`src/rtl/bkup_pkg.sv`:
```
package bkup_pkg;

    // Rail source selection
    typedef enum logic {
        SRC_MAIN = 1'b0,
        SRC_BATT = 1'b1
    } src_t;

    // Default switchover margins (millivolts above the battery)
    localparam int unsigned UP_MARGIN_DEF = 70;
    localparam int unsigned DN_MARGIN_DEF = 50;

    // Raw inputs that the gating stage qualifies
    typedef struct packed {
        logic below;
        logic ce_n;
        logic pf_ok;
        logic rst_n;
        logic wdo;
        logic wdi;
        logic osc_sel;
    } gate_in_t;

    // Registered output bundle
    typedef struct packed {
        logic rail_main;
        logic batt_on;
        logic ce_n;
        logic pf_ok;
        logic line_ok;
        logic rst_n;
        logic wdo;
        logic wdi;
        logic osc_sel;
    } gate_out_t;

    // Output values forced while on battery; the held watchdog strobe and
    // oscillator select are supplied by the caller
    function automatic gate_out_t backup_values(logic hold_wdi, logic hold_osc);
        gate_out_t o;
        o.rail_main = 1'b0;
        o.batt_on   = 1'b1;
        o.ce_n      = 1'b1;
        o.pf_ok     = 1'b0;
        o.line_ok   = 1'b0;
        o.rst_n     = 1'b0;
        o.wdo       = 1'b1;
        o.wdi       = hold_wdi;
        o.osc_sel   = hold_osc;
        return o;
    endfunction

    // Output values while the rail is on the main supply
    function automatic gate_out_t main_values(gate_in_t gi);
        gate_out_t o;
        o.rail_main = 1'b1;
        o.batt_on   = 1'b0;
        o.ce_n      = gi.below ? 1'b1 : gi.ce_n;
        o.pf_ok     = gi.pf_ok;
        o.line_ok   = ~gi.below;
        o.rst_n     = gi.rst_n;
        o.wdo       = gi.wdo;
        o.wdi       = gi.wdi;
        o.osc_sel   = gi.osc_sel;
        return o;
    endfunction

endpackage

```
`src/rtl/bkup_path_sel.sv`:
```
module bkup_path_sel
    import bkup_pkg::*;
#(
    parameter int unsigned MV_W      = 16,
    parameter int unsigned UP_MARGIN = UP_MARGIN_DEF,
    parameter int unsigned DN_MARGIN = DN_MARGIN_DEF
) (
    input  logic            clk,
    input  logic            rst,
    input  logic            smp_vld,
    input  logic [MV_W-1:0] main_mv,
    input  logic [MV_W-1:0] batt_mv,
    output src_t            src_nxt,
    output src_t            src_q
);
    // One extra bit so battery + margin cannot wrap
    localparam int unsigned SUM_W = MV_W + 1;
    localparam logic [SUM_W-1:0] UP_ADD = SUM_W'(UP_MARGIN);
    localparam logic [SUM_W-1:0] DN_ADD = SUM_W'(DN_MARGIN);

    logic [SUM_W-1:0] main_ext;
    logic [SUM_W-1:0] up_lvl;
    logic [SUM_W-1:0] dn_lvl;
    logic             go_main;
    logic             go_batt;

    always_comb begin
        main_ext = {1'b0, main_mv};
        up_lvl   = {1'b0, batt_mv} + UP_ADD;
        dn_lvl   = {1'b0, batt_mv} + DN_ADD;
        go_main  = main_ext >= up_lvl;
        go_batt  = main_ext <= dn_lvl;
    end

    // Decision taken only on the strobe; the dead band keeps the state
    always_comb begin
        src_nxt = src_q;
        if (smp_vld) begin
            if (go_batt)
                src_nxt = SRC_BATT;
            else if (go_main)
                src_nxt = SRC_MAIN;
        end
    end

    always_ff @(posedge clk) begin
        if (rst)
            src_q <= SRC_BATT;
        else
            src_q <= src_nxt;
    end

endmodule

```
`src/rtl/bkup_out_gate.sv`:
```
module bkup_out_gate
    import bkup_pkg::*;
(
    input  logic      clk,
    input  logic      rst,
    input  src_t      src_nxt,
    input  gate_in_t  gin,
    output gate_out_t gout
);
    gate_out_t nxt;

    // Outputs are computed from the next source so that they move on the
    // same edge as the mode flag
    always_comb begin
        if (src_nxt == SRC_BATT)
            nxt = backup_values(gout.wdi, gout.osc_sel);
        else
            nxt = main_values(gin);
    end

    always_ff @(posedge clk) begin
        if (rst)
            gout <= backup_values(1'b0, 1'b1);
        else
            gout <= nxt;
    end

endmodule

```
`src/rtl/bkup_switch_ctrl.sv`:
```
module bkup_switch_ctrl
    import bkup_pkg::*;
#(
    parameter int unsigned MV_W      = 16,
    parameter int unsigned UP_MARGIN = UP_MARGIN_DEF,
    parameter int unsigned DN_MARGIN = DN_MARGIN_DEF
) (
    input  logic            clk,
    input  logic            rst,
    input  logic            smp_vld,
    input  logic [MV_W-1:0] main_mv,
    input  logic [MV_W-1:0] batt_mv,
    input  logic            below_thr,
    input  logic            ce_n_in,
    input  logic            pf_ok_in,
    input  logic            rst_n_in,
    input  logic            wdo_in,
    input  logic            wdi_in,
    input  logic            osc_sel_in,
    output logic            rail_main,
    output logic            batt_on,
    output logic            ce_n_out,
    output logic            pf_ok_out,
    output logic            line_ok_out,
    output logic            rst_n_out,
    output logic            wdo_out,
    output logic            wdi_out,
    output logic            osc_sel_out,
    output logic            bkup_mode
);
    src_t      src_nxt;
    src_t      src_q;
    gate_in_t  gin;
    gate_out_t gout;

    bkup_path_sel #(
        .MV_W      (MV_W),
        .UP_MARGIN (UP_MARGIN),
        .DN_MARGIN (DN_MARGIN)
    ) u_path (
        .clk     (clk),
        .rst     (rst),
        .smp_vld (smp_vld),
        .main_mv (main_mv),
        .batt_mv (batt_mv),
        .src_nxt (src_nxt),
        .src_q   (src_q)
    );

    always_comb begin
        gin.below   = below_thr;
        gin.ce_n    = ce_n_in;
        gin.pf_ok   = pf_ok_in;
        gin.rst_n   = rst_n_in;
        gin.wdo     = wdo_in;
        gin.wdi     = wdi_in;
        gin.osc_sel = osc_sel_in;
    end

    bkup_out_gate u_gate (
        .clk     (clk),
        .rst     (rst),
        .src_nxt (src_nxt),
        .gin     (gin),
        .gout    (gout)
    );

    assign bkup_mode   = (src_q == SRC_BATT);
    assign rail_main   = gout.rail_main;
    assign batt_on     = gout.batt_on;
    assign ce_n_out    = gout.ce_n;
    assign pf_ok_out   = gout.pf_ok;
    assign line_ok_out = gout.line_ok;
    assign rst_n_out   = gout.rst_n;
    assign wdo_out     = gout.wdo;
    assign wdi_out     = gout.wdi;
    assign osc_sel_out = gout.osc_sel;

endmodule

```
`config.mk`:
```
export PLATFORM = sky130hd
export DESIGN_NAME = bkup_switch_ctrl
export DESIGN_NICKNAME = d
export VERILOG_FILES = /design/src/rtl/bkup_pkg.sv /design/src/rtl/bkup_path_sel.sv /design/src/rtl/bkup_out_gate.sv /design/src/rtl/bkup_switch_ctrl.sv
export SDC_FILE = /design/constraint.sdc
export NUM_CORES = 1
export LEC_CHECK = 0
export BUFFER_PORTS_ARGS = -buffer_cell sky130_fd_sc_hd__buf_4
export CAP_MARGIN = 20
export CORE_MARGIN = 2
export CORE_UTILIZATION = 46
export DETAILED_ROUTE_END_ITERATION = 8
export GPL_ROUTABILITY_DRIVEN = 1
export PLACE_DENSITY = 0.84
export REMOVE_ABC_BUFFERS = 1
export SETUP_SLACK_MARGIN = 0.15
export SLEW_MARGIN = 10
export SYNTH_ARGS = -nofsm -noshare
export SYNTH_HDL_FRONTEND = slang
export SYNTH_HIERARCHICAL = 1
export SYNTH_SLANG_ARGS = --single-unit
```
`constraint.sdc`:
```
create_clock -name clk -period 3.7 [get_ports clk]
set_input_delay 0.925 -clock clk [delete_from_list [all_inputs] [get_ports clk]]
set_output_delay 0.925 -clock clk [all_outputs]
set_load 0.02 [all_outputs]
```
==> results of run 1 <==
[registers in the layout, summed over array words and instances, names as in the netlist]
name	flops
u_gate/gout	9
u_path/src_q	1
[placed cells by master (no fill, tap or decap), drive strengths merged, types with 2 or more instances in the layout]
master / count
a211oi: 3
a21boi: 2
a21oi: 12
and2: 2
and3: 3
buf: 63
clkbuf: 4
dfxtp: 10
ha: 32
inv: 6
nand2: 15
nand3: 10
nand4: 8
nor2: 7
nor2b: 3
nor3: 2
nor3b: 3
o21ai: 8
xnor2: 8
xor2: 17
[power by group through the flow]
stage | clock network [mW] | registers, mW | logic, mW
2_1_floorplan | 0 | 0.124 | 0.108
3_3_place_gp | 0 | 0.118 | 0.203
3_5_place_dp | 0 | 0.118 | 0.209
4_1_cts | 0.0951 | 0.115 | 0.211
5_1_grt | 0.101 | 0.116 | 0.248
6_report | 0.0926 | 0.115 | 0.220
[cell families (layout without fill, tap and decap cells)]
kind of cell,Yosys count,count (layout),share of synthesized area
compound gates,35,35,0.151
simple gates,62,62,0.240
mux,1,1,0.00680
xor+xnor,25,25,0.149
flops,10,10,0.136
buf+inv,12,73,0.0459
fa+ha+maj,32,32,0.272
[layout make-up]
class	count	area [µm²]
fill	255	1030
timing repair buffer	63	473
multi-input combinational	155	1230
tap	44	55.1
inverter	6	22.5
sequential	10	200
clock buffer	4	36.3
[stage by stage]
step / power [mW] / std cells
after floorplan: 0.232 / 171
after global placement: 0.321 / 277
after detailed placement: 0.326 / 277
after CTS: 0.422 / 281
after global routing: 0.465 / 282
final: 0.428 / 282
[Yosys cell counts, types with 3 or more instances]
library cell / n / share of area
a211oi_1: 3 / 0.015
a21oi_1: 12 / 0.041
buf_2: 3 / 0.010
dfxtp_1: 10 / 0.14
ha_1: 32 / 0.27
inv_1: 6 / 0.015
nand2_1: 15 / 0.038
nand3_1: 10 / 0.034
nand4_1: 7 / 0.030
nor2_1: 7 / 0.018
nor2b_1: 3 / 0.013
nor3b_1: 3 / 0.015
o21ai_0: 8 / 0.027
xnor2_1: 8 / 0.048
xor2_1: 17 / 0.10
[worst min-delay path by stage]
stage	startpoint	to	slack [ps]	cells after the start
2_1_floorplan	u_gate/gout[1]	u_gate/gout[1]	590	2
3_3_place_gp	u_gate/gout[0]	u_gate/gout[0]	460	1
3_5_place_dp	u_gate/gout[0]	u_gate/gout[0]	470	1
4_1_cts	u_gate/gout[0]	u_gate/gout[0]	480	1
5_1_grt	u_gate/gout[0]	u_gate/gout[0]	500	1
6_report	u_gate/gout[0]	u_gate/gout[0]	490	1
[metal layers]
layer | vias to the layer above | share of wire
li1 | 767 | -
met1 | 660 | 0.44
met2 | 47 | 0.49
met3 | 6 | 0.055
met4 | 0 | 0.011
met5 | - | 0
[worst max-delay path: cells and delay by family]
kind	cells	cell delay [ps]
adders and majority gates	2	510
buffers and inverters	1	130
AOI/OAI and AO/OA	4	690
and+or+nand+nor	6	1160
xor gates and xnor gates	1	130
[timing repair]
item | CTS | global route
gates resized for setup | 2 | 8
pin swaps | 1 | 2
cloned | 0 | 0
setup endpoints to repair | 3 | 9
buffers inserted | 0 | 1
==> metrics.cfg, run 1 <==
[worst_setup_path]
worst_ep_arrival_time_ps = 3550
path_cells = buf_4, ha_1, a21oi_2, nor2b_2, nor2b_2, xnor2_1, ha_1, nand4_1, or4_1, o21ai_1, a211oi_2, nand3_2, nor2b_1, a211o_2
reg2reg_setup_slack_ps = 2160
worstRegToRegCells = 5
startpoint = batt_mv[1]
worstSetupEndpoint = u_gate/gout[0]
cpPeakStageDelay_ps = 540
worstSetupPathType = input pin to register
crit_path_max_fanout = 6
start_kind = input pin
r2r-start = u_path/src_q
worstPathRequired_ps = 3850
slowest_stage = or4_1
cp-end-kind = register
timing.rr.end = u_gate/gout[2]

[global_routing]
grt_max_degree = 8
grtUsageMet2 = 0.351
top_usage_layer = met2
grt_pass1_vias = 1407
grt_overflow = 0
grt_pass1_wl_um = 5680
antenna_found_initial = 0
met3_usage = 0.0213
track_usage = 0.202
grt_use_met1 = 0.252

[power_and_ir_drop]
vdd.ir_drop.worst_mv = 0.106
seq_power_share = 0.269
switching_share = 0.341
p_leak_nw = 0.941
clock_power_share = 0.216
power_frac_comb = 0.514
powerDensity_nw_per_um2 = 212
switchingPower_uw = 146
p_int_uw = 282

[timing]
hold_viol = 0
skew_ps = 3.86
slew_headroom = 0.750
rsz0062_at_grt = yes
min_period_ps = 3410
holdWs_ps = 485
setup_slack_ps = 294
worst_pin_slew_ps = 370
fmax_mhz = 294
fin_setup_tns_ps = 0
setup_viol = 0
min_period_over_period = 0.921
finalMaxSlewViolations = 0

[cts]
cts_sinks = 10
clkTransAtPathRegs_ps = 60
cts_hold_buffers = 0
clkLatencyLatePin_ps = 260
cts-buffers-inserted = 3
htreeDepth = 1
cts_buffer_depth = 2
cts_root_buffer = clkbuf_4
cts_tree = built

[floorplanning]
die-area_um2 = 3670
chipHeight_um = 60.6
io_pins = 52
core_um2 = 3050
rows = 20
start_util = 0.482
die_w_um = 60.6

[route]
dr_total_vias = 1480
route.detailed.wl_per_inst_um = 12.5
drtAntennaViolNets = 0
via_per_inst = 5.25
routed_wl_um = 3530
drtIter0Drc = 77
firstDrtPassIters = 4
remaining_drc_errors = 0

[finish]
stdcell_area_um2 = 2020
diodes = 0
drive_gt1_frac = 0.336
fin_util = 0.662
syn2layout_area_growth_pct = 37.3
layout.nets = 313

[flow_run]
drv_cap = 0

[placement]
place_ws_ps = -152
placed_area_um2 = 1950
globalplace.congestion = 0.820
port_buffers = 51
dp.final_hpwl_um = 2990

[yosys]
yosysWarnings = 6
yosysUniqueCellTypes = 43
ys_seq_area_frac = 0.136
synth-async-reset-ratio = 0
synth_edf_count = 0
avgSynthCellArea_um2 = 8.31
synth_area_um2 = 1470
synth-main-ff-cell = dfxtp_1
syn_inst = 177
ys_ff_latch = 10

[worst_hold_path]
worstHoldPathType = register to register

[run_status]
outcome = complete, no violations

Power figures use the tool's default switching activity.
==> run 2, diff against run 1 <==
--- a/config.mk
+++ b/config.mk
@@ -5,13 +5,14 @@
 export SDC_FILE = /design/constraint.sdc
 export NUM_CORES = 1
 export LEC_CHECK = 0
+export ABC_AREA = 1
 export BUFFER_PORTS_ARGS = -buffer_cell sky130_fd_sc_hd__buf_4
 export CAP_MARGIN = 20
 export CORE_MARGIN = 2
-export CORE_UTILIZATION = 46
+export CORE_UTILIZATION = 47
 export DETAILED_ROUTE_END_ITERATION = 8
 export GPL_ROUTABILITY_DRIVEN = 1
-export PLACE_DENSITY = 0.84
+export PLACE_DENSITY = 0.83
 export REMOVE_ABC_BUFFERS = 1
 export SETUP_SLACK_MARGIN = 0.15
 export SLEW_MARGIN = 10
==> metrics.cfg, run 2 <==
[floorplanning]
rows = 21  ; +5.0%
die-area_um2 = 4050  ; +10%
start_util = 0.497  ; +0.0151
die_w_um = 63.6  ; +5.1%
io_pins = 52  ; unchanged
chipHeight_um = 63.6  ; +5.1%
core_um2 = 3360  ; +10%

[yosys]
synth.most_common_cell = nand2_1
synth_commonest_cells = nand2_1, ha_1, inv_1
synth-async-reset-ratio = 0  ; unchanged
synth-main-ff-cell = dfxtp_1
syn_inst = 240  ; +36%
yosysUniqueCellTypes = 31  ; -28%
synthTopCellsByArea = ha_1, nand2_1, dfxtp_1
synth_edf_count = 0  ; unchanged
yosysWarnings = 6  ; unchanged
synth.top_cell.area_share = 0.240  ; -0.0326
yosysTopAreaCell = ha_1
ys_ff_latch = 10  ; unchanged
synth_area_um2 = 1670  ; +14%
avgSynthCellArea_um2 = 6.97  ; -16%
ys_seq_area_frac = 0.120  ; -0.0163

[worst_setup_path]
worstPathRequired_ps = 3860  ; about the same
start_kind = input pin
cp-end-kind = register
crit_path_max_fanout = 5  ; -1
cpPeakStageDelay_ps = 270  ; -270 ps
crit_family = simple AND/OR/NAND/NOR gates
cpMostUsedCell = nand2_1
worstSetupPathType = input pin to register
worst_ep_arrival_time_ps = 3510  ; -40 ps
slowest_stage = or2_4
path_buf_inv = 2  ; +1
path_cells = buf_4, inv_1, ha_1, or2_4, nor2_4, a21oi_4, nor2_2, nand2_1, xor2_1, ha_1, and3_1, nand3_1, nor2_1, a211oi_1, nand2_1, nand2_1, nand2_1, nand2_2, nor2_4, nand2_1, nand2_1

[timing]
min_period_ps = 3360  ; -49.8 ps
holdWs_ps = 472  ; -13.2 ps
rsz0062_at_grt = no
fmax_mhz = 298  ; +1.5%
hold_viol = 0  ; unchanged
finalMaxSlewViolations = 0  ; unchanged
min_period_over_period = 0.907  ; -0.0135
slew_headroom = 0.837  ; +0.0869
worst_pin_slew_ps = 242  ; -128 ps
setup_viol = 0  ; unchanged
fin_setup_tns_ps = 0  ; unchanged
setup_slack_ps = 343  ; +49.8 ps
skew_ps = 1.83  ; -2.03 ps

[route]
remaining_drc_errors = 0  ; unchanged
drtAntennaViolNets = 0  ; unchanged
dr_total_vias = 1705  ; +15%
firstDrtPassIters = 4  ; unchanged
via_per_inst = 5.00  ; -4.7%
route.detailed.wl_per_inst_um = 11.5  ; -7.8%
drtIter0Drc = 115  ; +49%
routed_wl_um = 3930  ; +11%

[finish]
layout.nets = 370  ; +18%
top_regs = u_gate/gout: 9 flops, u_path/src_q: 1 flops
drive_gt1_frac = 0.278  ; -0.0582
final_cell_mix = nand2_1, buf_4, inv_1, ha_1, xor2_1
diodes = 0  ; unchanged
stdcell_area_um2 = 2160  ; +7.1%
layout_commonest_cell = nand2_1
largest_reg_flops = 9  ; unchanged
registers.top_by_ff_count = u_gate/gout
syn2layout_area_growth_pct = 29.4

[cts]
cts_buffer_depth = 2  ; unchanged
clkTransAtPathRegs_ps = 60  ; about the same
htreeDepth = 1  ; unchanged
cts-buffers-inserted = 3  ; unchanged
cts_root_buffer = clkbuf_4
clkLatencyLatePin_ps = 260  ; about the same
cts_sinks = 10  ; unchanged
cts_tree = built

[worst_hold_path]
worstHoldPathType = register to register

[placement]
globalplace.congestion = 0.918  ; +12%
placed_area_um2 = 2100  ; +8.1%
port_buffers = 51  ; unchanged
place_ws_ps = 103  ; +255 ps
dp.final_hpwl_um = 3570  ; +19%

[run_status]
outcome = complete, no violations

[global_routing]
grt_pass1_wl_um = 6810  ; +20%
antenna_found_initial = 0  ; unchanged
grt_overflow = 0  ; unchanged
track_usage = 0.205  ; +0.00283
grt_max_degree = 7  ; -1
grt_pass1_vias = 1567  ; +11%

[power_and_ir_drop]
powerDensity_nw_per_um2 = 211  ; -0.61%
vdd.ir_drop.worst_mv = 0.181  ; +70%
p_leak_nw = 1.16  ; +23%
p_total_uw = 455  ; +6.4%

[flow_run]
drv_cap = 0  ; unchanged

run 2: path summary, 6_finish.rpt:
path | from | endpoint | slack (ps) | depth (start not counted)
worst min-delay path | u_gate/gout[0] | u_gate/gout[0] | 470 | 2
worst min register to register | u_gate/gout[0] | u_gate/gout[0] | 470 | 2
worst max-delay path | batt_mv[1] | u_gate/gout[1] | 340 | 21
worst max register to register | u_path/src_q | u_gate/gout[6] | 2810 | 4
run 2: metrics by stage:
step | utilization | std cells
2_1_floorplan | - | 239
3_3_place_gp | 0.626 | 336
3_5_place_dp | 0.626 | 336
4_1_cts | 0.637 | 340
5_1_grt | 0.643 | 341
6_report | 0.643 | 341
run 2: per-layer routing:
layer	GRT usage	share of wire
met1	0.261	0.42
met3	0.0232	0.055
met5	0	0
met4	0.0380	0.0069
met2	0.371	0.52
run 2: timing repair:
| action | 4_1_cts | 5_1_grt |
|---|---|---|
| endpoints found under the setup margin | 0 | 4 |
| hold endpoints to repair | 0 | 0 |
| buffers inserted | 0 | 1 |
| gates resized for setup | 0 | 4 |
| hold buffers | 0 | 0 |
run 2: cell type report:
type | instances | area [µm²]
well taps | 46 | 57.6
fillers | 316 | 1200
flip-flops and latches | 10 | 200
clock buffers | 4 | 36.3
multi-input cells | 194 | 1350
inverters | 35 | 134
repair buffers | 52 | 390
run 2: power breakdown:
| group | total [mW] | switching (mW) | internal [mW] | leakage, nW |
|---|---|---|---|---|
| sequential | 0.117 | 0.00265 | 0.114 | 0.0817 |
| clock | 0.0946 | 0.0350 | 0.0596 | 0.0210 |
| combinational | 0.244 | 0.134 | 0.110 | 1.05 |
run 2: worst min-delay path: stages (launching register included):
cell	delay [ps]
dfxtp_1	330
nand2_1	50
nand3_1	70
run 2: logic make-up (layout without fill, tap and decap cells):
family                   Yosys count  in the layout  share of synthesized area
AO/OA/AOI/OAI                     20             20                     0.0898
XOR/XNOR                          24             24                      0.126
buffers and inverters             36             91                     0.0831
AND/OR/NAND/NOR                  118            118                      0.342
adder cells (fa/ha/maj)           32             32                      0.240
flip-flops                        10             10                      0.120
